==> src/rtl/cmdq_pkg.sv <==
package cmdq_pkg;

    localparam int INST_W = 64;
    localparam int DATA_W = 32;
    localparam int EV_W   = 10;
    localparam int WA_W   = 24;

    localparam logic [7:0] OPC_MASK  = 8'h02;
    localparam logic [7:0] OPC_WRITE = 8'h04;
    localparam logic [7:0] OPC_JUMP  = 8'h10;
    localparam logic [7:0] OPC_WFE   = 8'h20;
    localparam logic [7:0] OPC_EOC   = 8'h40;

    typedef enum logic [1:0] {
        ST_IDLE,
        ST_FETCH,
        ST_EXEC,
        ST_EVWAIT
    } exec_state_e;

    typedef struct packed {
        logic              is_mask;
        logic              is_write;
        logic              is_jump;
        logic              is_wfe;
        logic              is_eoc;
        logic              is_bad;
        logic [WA_W-1:0]   target;
        logic [DATA_W-1:0] arg;
        logic [EV_W-1:0]   ev_num;
        logic              ev_upd;
        logic              ev_wt;
        logic              irq_flag;
    } cmd_t;

    function automatic cmd_t decode_cmd(input logic [INST_W-1:0] word);
        cmd_t c;
        c          = '0;
        c.target   = word[55:32];
        c.arg      = word[31:0];
        c.ev_num   = word[32+EV_W-1:32];
        c.ev_upd   = word[31];
        c.ev_wt    = word[15];
        c.irq_flag = word[0];
        unique case (word[63:56])
            OPC_MASK:  c.is_mask  = 1'b1;
            OPC_WRITE: c.is_write = 1'b1;
            OPC_JUMP:  c.is_jump  = 1'b1;
            OPC_WFE:   c.is_wfe   = 1'b1;
            OPC_EOC:   c.is_eoc   = 1'b1;
            default:   c.is_bad   = 1'b1;
        endcase
        return c;
    endfunction

endpackage

==> src/rtl/cmdq_imem.sv <==
module cmdq_imem #(
    parameter int DEPTH = 16,
    parameter int W     = 64,
    localparam int AW   = $clog2(DEPTH)
) (
    input  logic          clk,
    input  logic          rst,
    input  logic          wr_en,
    input  logic [AW-1:0] wr_idx,
    input  logic [W-1:0]  wr_word,
    input  logic          rd_en,
    input  logic [AW-1:0] rd_idx,
    output logic [W-1:0]  rd_word
);
    logic [W-1:0] store [DEPTH];

    always_ff @(posedge clk) begin
        if (wr_en) begin
            store[wr_idx] <= wr_word;
        end
    end

    always_ff @(posedge clk) begin
        if (rst) begin
            rd_word <= '0;
        end else if (rd_en) begin
            rd_word <= store[rd_idx];
        end
    end
endmodule

==> src/rtl/cmdq_mask_reg.sv <==
module cmdq_mask_reg #(
    parameter int W = 32
) (
    input  logic         clk,
    input  logic         rst,
    input  logic         init,
    input  logic         set_en,
    input  logic [W-1:0] set_val,
    input  logic         consume,
    output logic [W-1:0] mask
);
    always_ff @(posedge clk) begin
        if (rst || init || consume) begin
            mask <= '1;
        end else if (set_en) begin
            mask <= set_val;
        end
    end

    // a write always leaves the mask fully open for the next one
    a_r4_mask_reopens: assert property (@(posedge clk) disable iff (rst)
        consume && !set_en |=> mask == '1);
endmodule

==> src/rtl/cmdq_pc.sv <==
module cmdq_pc #(
    parameter int PC_W = 7
) (
    input  logic            clk,
    input  logic            rst,
    input  logic            clear,
    input  logic            adv,
    input  logic            jump,
    input  logic [PC_W-1:0] offs,
    output logic [PC_W-1:0] pc
);
    localparam logic [PC_W-1:0] STEP = PC_W'(8);

    logic [PC_W-1:0] pc_n;

    always_comb begin
        pc_n = pc;
        if (clear) begin
            pc_n = '0;
        end else if (adv) begin
            pc_n = jump ? pc + offs : pc + STEP;
        end
    end

    always_ff @(posedge clk) begin
        if (rst) begin
            pc <= '0;
        end else begin
            pc <= pc_n;
        end
    end
endmodule

==> src/rtl/cmdq_exec.sv <==
module cmdq_exec
    import cmdq_pkg::*;
#(
    parameter int IMEM_DEPTH = 16,
    localparam int IDX_W     = $clog2(IMEM_DEPTH),
    localparam int PC_W      = IDX_W + 3
) (
    input  logic              clk,
    input  logic              rst,
    input  logic              start,
    input  logic              ld_en,
    input  logic [IDX_W-1:0]  ld_idx,
    input  logic [INST_W-1:0] ld_inst,
    output logic              busy,
    output logic              done,
    output logic              irq,
    output logic              err,
    output logic              wr_en,
    output logic [WA_W-1:0]   wr_addr,
    output logic [DATA_W-1:0] wr_data,
    output logic [DATA_W-1:0] wr_mask,
    output logic              ev_req,
    output logic [EV_W-1:0]   ev_id,
    output logic              ev_wait,
    output logic              ev_clr,
    input  logic              ev_gnt
);
    exec_state_e       state_q, state_n;
    logic              err_q;
    logic [INST_W-1:0] inst;
    cmd_t              cmd;
    logic [PC_W-1:0]   pc;
    logic              in_exec, launch, ev_active, ev_done, adv;

    assign in_exec   = (state_q == ST_EXEC);
    assign launch    = (state_q == ST_IDLE) && start;
    assign cmd       = decode_cmd(inst);
    assign ev_active = cmd.is_wfe && (cmd.ev_upd || cmd.ev_wt);

    cmdq_imem #(.DEPTH(IMEM_DEPTH), .W(INST_W)) u_imem (
        .clk     (clk),
        .rst     (rst),
        .wr_en   (ld_en),
        .wr_idx  (ld_idx),
        .wr_word (ld_inst),
        .rd_en   (state_q == ST_FETCH),
        .rd_idx  (pc[PC_W-1:3]),
        .rd_word (inst)
    );

    cmdq_mask_reg #(.W(DATA_W)) u_mask (
        .clk     (clk),
        .rst     (rst),
        .init    (launch),
        .set_en  (in_exec && cmd.is_mask),
        .set_val (cmd.arg),
        .consume (wr_en),
        .mask    (wr_mask)
    );

    cmdq_pc #(.PC_W(PC_W)) u_pc (
        .clk   (clk),
        .rst   (rst),
        .clear (launch),
        .adv   (adv),
        .jump  (cmd.is_jump),
        .offs  (cmd.arg[PC_W-1:0]),
        .pc    (pc)
    );

    // event handshake: request straight from EXEC, held in EVWAIT
    assign ev_req  = (in_exec && ev_active) || (state_q == ST_EVWAIT);
    assign ev_id   = cmd.ev_num;
    assign ev_wait = cmd.ev_wt;
    assign ev_clr  = cmd.ev_upd;
    assign ev_done = ev_req && ev_gnt;

    assign wr_en   = in_exec && cmd.is_write;
    assign wr_addr = cmd.target;
    assign wr_data = cmd.arg;

    assign done = in_exec && cmd.is_eoc;
    assign irq  = done && cmd.irq_flag;
    assign busy = (state_q != ST_IDLE);
    assign err  = err_q;

    assign adv = ev_done ||
                 (in_exec && (cmd.is_mask || cmd.is_write || cmd.is_jump ||
                              (cmd.is_wfe && !ev_active)));

    always_comb begin
        state_n = state_q;
        unique case (state_q)
            ST_IDLE:   if (start) state_n = ST_FETCH;
            ST_FETCH:  state_n = ST_EXEC;
            ST_EXEC: begin
                if (cmd.is_bad || cmd.is_eoc) begin
                    state_n = ST_IDLE;
                end else if (ev_active && !ev_gnt) begin
                    state_n = ST_EVWAIT;
                end else begin
                    state_n = ST_FETCH;
                end
            end
            ST_EVWAIT: if (ev_gnt) state_n = ST_FETCH;
            default:   state_n = ST_IDLE;
        endcase
    end

    always_ff @(posedge clk) begin
        if (rst) begin
            state_q <= ST_IDLE;
            err_q   <= 1'b0;
        end else begin
            state_q <= state_n;
            if (launch) begin
                err_q <= 1'b0;
            end else if (in_exec && cmd.is_bad) begin
                err_q <= 1'b1;
            end
        end
    end

    // interrupt only alongside done, and the run ends after done
    a_r9_irq_needs_done: assert property (@(posedge clk) disable iff (rst)
        irq |-> done);
    a_r9_idle_after_done: assert property (@(posedge clk) disable iff (rst)
        done |=> !busy);
    // a write, an event request and an end never share a cycle
    a_r3_single_action: assert property (@(posedge clk) disable iff (rst)
        $onehot0({wr_en, ev_req, done}));
    // an ungranted request keeps its event and flags
    a_r7_req_held: assert property (@(posedge clk) disable iff (rst)
        ev_req && !ev_gnt |=> ev_req && $stable(ev_id) && $stable(ev_clr) && $stable(ev_wait));
    // the error flag means stopped, and only start removes it
    a_r10_err_stopped: assert property (@(posedge clk) disable iff (rst)
        err |-> !busy);
    a_r10_err_sticky: assert property (@(posedge clk) disable iff (rst)
        err && !start |=> err);
    // nothing runs without a start
    a_r1_no_spontaneous_run: assert property (@(posedge clk) disable iff (rst)
        !busy && !start |=> !busy);
endmodule

==> config.mk <==
export PLATFORM = sky130hd
export DESIGN_NAME = cmdq_exec
export DESIGN_NICKNAME = d
export VERILOG_FILES = /design/src/rtl/cmdq_pkg.sv /design/src/rtl/cmdq_imem.sv /design/src/rtl/cmdq_mask_reg.sv /design/src/rtl/cmdq_pc.sv /design/src/rtl/cmdq_exec.sv
export SDC_FILE = /design/constraint.sdc
export NUM_CORES = 1
export LEC_CHECK = 0
export CAP_MARGIN = 20
export CORE_MARGIN = 2
export CORE_UTILIZATION = 40
export CTS_CLUSTER_SIZE = 30
export DETAILED_ROUTE_END_ITERATION = 10
export HOLD_SLACK_MARGIN = 0.1
export SLEW_MARGIN = 20
export SYNTH_ARGS = -nofsm -noshare
export SYNTH_HDL_FRONTEND = slang
export SYNTH_HIERARCHICAL = 1
export SYNTH_SLANG_ARGS = --single-unit
==> constraint.sdc <==
create_clock -name clk -period 7.8 [get_ports clk]
set_clock_uncertainty 0.15 [all_clocks]
set_input_delay 1.56 -clock clk [delete_from_list [all_inputs] [get_ports clk]]
set_output_delay 1.56 -clock clk [all_outputs]
set_load 0.05 [all_outputs]
Yosys cells after proc, flatten, opt, wreduce, memory -nomap -nowiden
Memories as Yosys holds them, arrays and structs flattened. A register that Yosys moved wholly into a read port is not among the register bits.
Cells that the tools add are included.
- $add $sub $neg: 2
- equal/unequal tests: 10
- mux-type cells: 14
- reductions and logical operators: 28
- operator list (cell ; number):
    $logic_and 1x1->1 ; 12
    $logic_or 1x1->1 ; 9
    $eq 8x2->1 const B ; 1
    $eq 8x3->1 const B ; 1
    $eq 8x5->1 const B ; 1
    $eq 8x6->1 const B ; 1
    $eq 8x7->1 const B ; 1
    $mux 1 ; 8
    $mux 2 ; 4
    $pmux 2 s4 ; 1
    $add 7x4->7 const B ; 1
    $add 7x7->7 ; 1
    $mux 7 ; 1
    $reduce_or 5->1 ; 1
    $eq 2x2->1 const B ; 2
    $ne 2x2->1 const B ; 2
    $eq 2x1->1 const B ; 1
    $logic_not 1->1 ; 2
    $logic_not 2->1 ; 1
    $reduce_and 2->1 ; 1
    $reduce_bool 2->1 ; 1
    $reduce_or 2->1 ; 1
- register bits: 42
- bits in writable memories: 1024
- bits of input ports: 73
- output and inout port bits: 106
- memories: 1
- memory list (name ; words ; bits a word ; read ports ; clocked after Yosys merged registers in ; wr ports ; line ; source):
    u_imem.store ; 16 ; 64 ; 1 ; 1 ; 1 ; cmdq_imem.sv:15 ; logic [W-1:0] store [DEPTH];

Depth between registers and ports, before layout
- word-level depth: 8
- gate-level depth with buffers: 11

Modules after synthesis
The synthesis kept the hierarchy.
- modules (own cells, without submodules) (module ; instances ; cells an instance ; area each (um^2) ; sequential area each (um^2)):
    cmdq_imem ; 1 ; 2403 ; 41572.4 ; 32030.7
    cmdq_mask_reg ; 1 ; 104 ; 1176.1 ; 640.6
    cmdq_pc ; 1 ; 80 ; 610.6 ; 140.1
    cmdq_exec ; 1 ; 62 ; 489.2 ; 60.1

Worst setup path before layout
Ideal clock, no wire load.
- kind: input to register
- start: input port ld_idx[2]
- end: memory u_imem.store[0][0], enable pin
- setup time: 565 ps
- arrival time: 6423 ps
- setup slack: 661 ps
- cell stages on the path: 2
- path buffers: 0
- cells stage by stage: or3b_2 nor3_1
- RTL lines (what ; line ; source):
    start: declaration ; cmdq_exec.sv:12 ; input logic [IDX_W-1:0] ld_idx,
    end: declaration ; cmdq_imem.sv:15 ;
Straight into the memory's write port.

Final worst setup path
- start: register u_imem.rd_word[56], read port of u_imem.store
- end: output port wr_en
- word-level cells in the longest chain between the ends: 3
- RTL lines (what ; line ; source):
    start: declaration ; cmdq_imem.sv:13 ; output logic [W-1:0] rd_word
    $eq 8x3->1 ; cmdq_pkg.sv:45 ; unique case (word[63:56])
    $mux 1 ; cmdq_pkg.sv:45 ;
    $logic_and 1x1->1 ; cmdq_exec.sv:78 ; assign wr_en = in_exec && cmd.is_write;
    end: declaration ; cmdq_exec.sv:18 ; output logic wr_en,
Every way passes these cells.

==> results.ini <==
[sta]
slew_viol_final=0
fin_crit_sh_pct=65.54
timing.final.ws_setup_ns=2.688
hold_viol=0
rsz0062_at_grt=false
setup_tns_ns=0
tightest_slew_ns=1.174
maxClockFrequency_ghz=0.1956
setup_viol=0
fin_crit_ns=5.112
slew_headroom_pct=21.71

[critical_path]
critPathMaxStageDelay_ns=0.98
crit_arrival_ns=3.40
end_kind=output pin
cp_slowest_cell=clkdlybuf4s50_1
cp_cell_sequence=or3_4 -> nor3_2 -> nand2_1 -> nor4b_1 -> clkdlybuf4s50_1
critPathLaunchType=flop
critPathBufInv=1
crit_required_ns=6.09
worstPathMaxFanout=5
crit_family=simple AND/OR/NAND/NOR gates
critPathKind=reg2out

[floorplan]
rows=121
core-area_um2=108900
die_w_um=335.1
dieHeight_um=335.1
io_pins=179
die-area_um2=112300
start_util_pct=40.28

[placement]
place_area_um2=46740
port-buffer-count=178
hpwl_mm=52.26
gp_congestion=0.7378
place_ws_ns=2.958

[drt]
vias=23340
routed_wl_mm=100.9
drt_iter0_markers=1811
dr.pass1.iters=5
antenna_left=0
vias_per_cell=5.373
drt-wirelength-per-cell_um=23.22
drc_errors=0

[power]
intPower_mw=10.10
p_per_area_nw_per_um2=255.4
p_seq_share_pct=53.1
sw_frac_of_total_pct=21.81
clock_power_share_pct=41.7
p_leak_nw=15.55
ir_worst_vdd_mv=0.1623
total_power_mw=12.91
pwr-share-comb_pct=5.3
p_sw_mw=2.817

[synth]
synthArstFlopShare_pct=0
syn_nets=2734
synth_edf_count=1024
ys_types=54
synth_area_leaders=edfxtp_1 70%, mux2i_1 12%, dfxtp_1 4.8%, nand3_1 2.2%, a22oi_1 2.2%
netlist_area_um2=43850
syn-instance-count=2649
ys_ff_latch=1130
ys.flop_type=edfxtp_1
synth_top_cell_area_share_pct=70.13
avgSynthCellArea_um2=16.55
synth_seq_area_share_pct=74.97
yosys_warnings=6
yosys.area.top_type=edfxtp_1

[cts]
post-cts-setup-buffers=0
cts.repair.resized=0
cts_root_buffer=clkbuf_16
path_clk_slew_ns=0.06
tritoncts=done
clockBufferDepth=3
cts_hold_buf=0
clk_latency_ns=0.71
cts_sinks=1130
cts_buffers=111
htree_levels=3

[global_routing]
grt_pass1_wl_mm=149.2
grt_max_degree=128
antenna_found_initial=9
grt-ovfl-total=0
first_global_vias=23650
grt.total_usage_pct=17.68

[cells_and_area]
fin_nets=2914
final_cell_mix=1024 x edfxtp_1, 546 x mux2i_1, 238 x nand2_1
layout-drive-gt1-share_pct=8.473
area_delta_synth_final_pct=15.31
multi_input_area_um2=9930
ff_latch_area_um2=32880
nFillCells=9174
layout_commonest_cell=edfxtp_1
fin_area_um2=50560
fin_util_pct=46.45

[worst_hold_path]
hold_path.class=reg2reg

[run_status]
status=complete, no violations

[flow_run]
drv_cap=0

## layer usage
layer	vias up	GRT usage [%]	wire, um
met4	4	5.181	2223
met3	133	2.633	5304
met5	-	0	26
met2	652	29.66	49360
li1	10590	-	-
met1	11960	23.87	43950
## area by class of cell
cell class | instances | share of cell area [%]
timing repair buffer | 221 | 4.336
clock buffer | 155 | 6.164
tap | 1414 | 3.499
sequential | 1130 | 65.02
inverter | 10 | 0.07424
multi-input combinational | 1355 | 19.64
clock inverter | 56 | 1.252
antenna | 3 | 0.01485
## power groups by stage
stage / Combinational, mW / Sequential (mW) / Clock (mW)
final: 0.681 / 6.85 / 5.38
after global routing: 0.731 / 6.86 / 5.72
after CTS: 0.687 / 6.85 / 5.49
after detailed placement: 0.685 / 6.98 / 0
after global placement: 0.672 / 6.98 / 0
after floorplan: 0.260 / 7.08 / 0
## tightest hold or removal path, delay by kind of cell (launching register included)
| family | cells | cell delay [ns] |
|---|---|---|
| compound gates | 1 | 0.05 |
| simple gates | 1 | 0.05 |
| flops | 1 | 0.31 |
## worst paths after layout
kind	start	endpoint	slack [ns]	cells past startpoint
max	u_imem/rd_word[56]$_SDFFE_PP0P_	wr_en	2.69	5
min	u_pc/pc[0]$_SDFFE_PP0P_	u_pc/pc[0]$_SDFFE_PP0P_	0.31	2
max reg2reg	u_pc/pc[5]$_SDFFE_PP0P_	u_imem/rd_word[0]$_SDFFE_PP0P_	4.24	6
min reg2reg	u_pc/pc[0]$_SDFFE_PP0P_	u_pc/pc[0]$_SDFFE_PP0P_	0.31	2
## logic make-up after synthesis
group | synth area share [%]
xor+xnor | 0.05993
fa+ha+maj | 0.3595
buf+inv | 2.737
compound gates | 4.206
mux | 12.49
flops | 74.97
simple gates | 5.182
## sequential cells by signal, indices dropped and copies added, names as in the netlist
name / flops
err: 1
state_q: 2
u_mask/mask: 32
u_pc/pc: 7
u_imem/rd_word: 64
u_imem/store: 1024
## cells in the mapped netlist (26+ instances only)
master / instances
a21oi_1: 137
a22oi_1: 128
buf_4: 38
buf_6: 36
clkbuf_1: 46
dfxtp_1: 106
edfxtp_1: 1024
mux2i_1: 546
nand2_1: 238
nand3_1: 194
nor2_1: 26
## per-stage QoR
| stage | hold WS (ns) | std cells |
|---|---|---|
| 5_1_grt | 0.3322 | 4343 |
| 6_report | 0.3123 | 4344 |
| 3_5_place_dp | 0.3068 | 4128 |
| 2_1_floorplan | 0.2766 | 2649 |
| 3_3_place_gp | 0.2976 | 4128 |
| 4_1_cts | 0.3154 | 4339 |
Note: power is estimated with default switching activity, not from simulation.
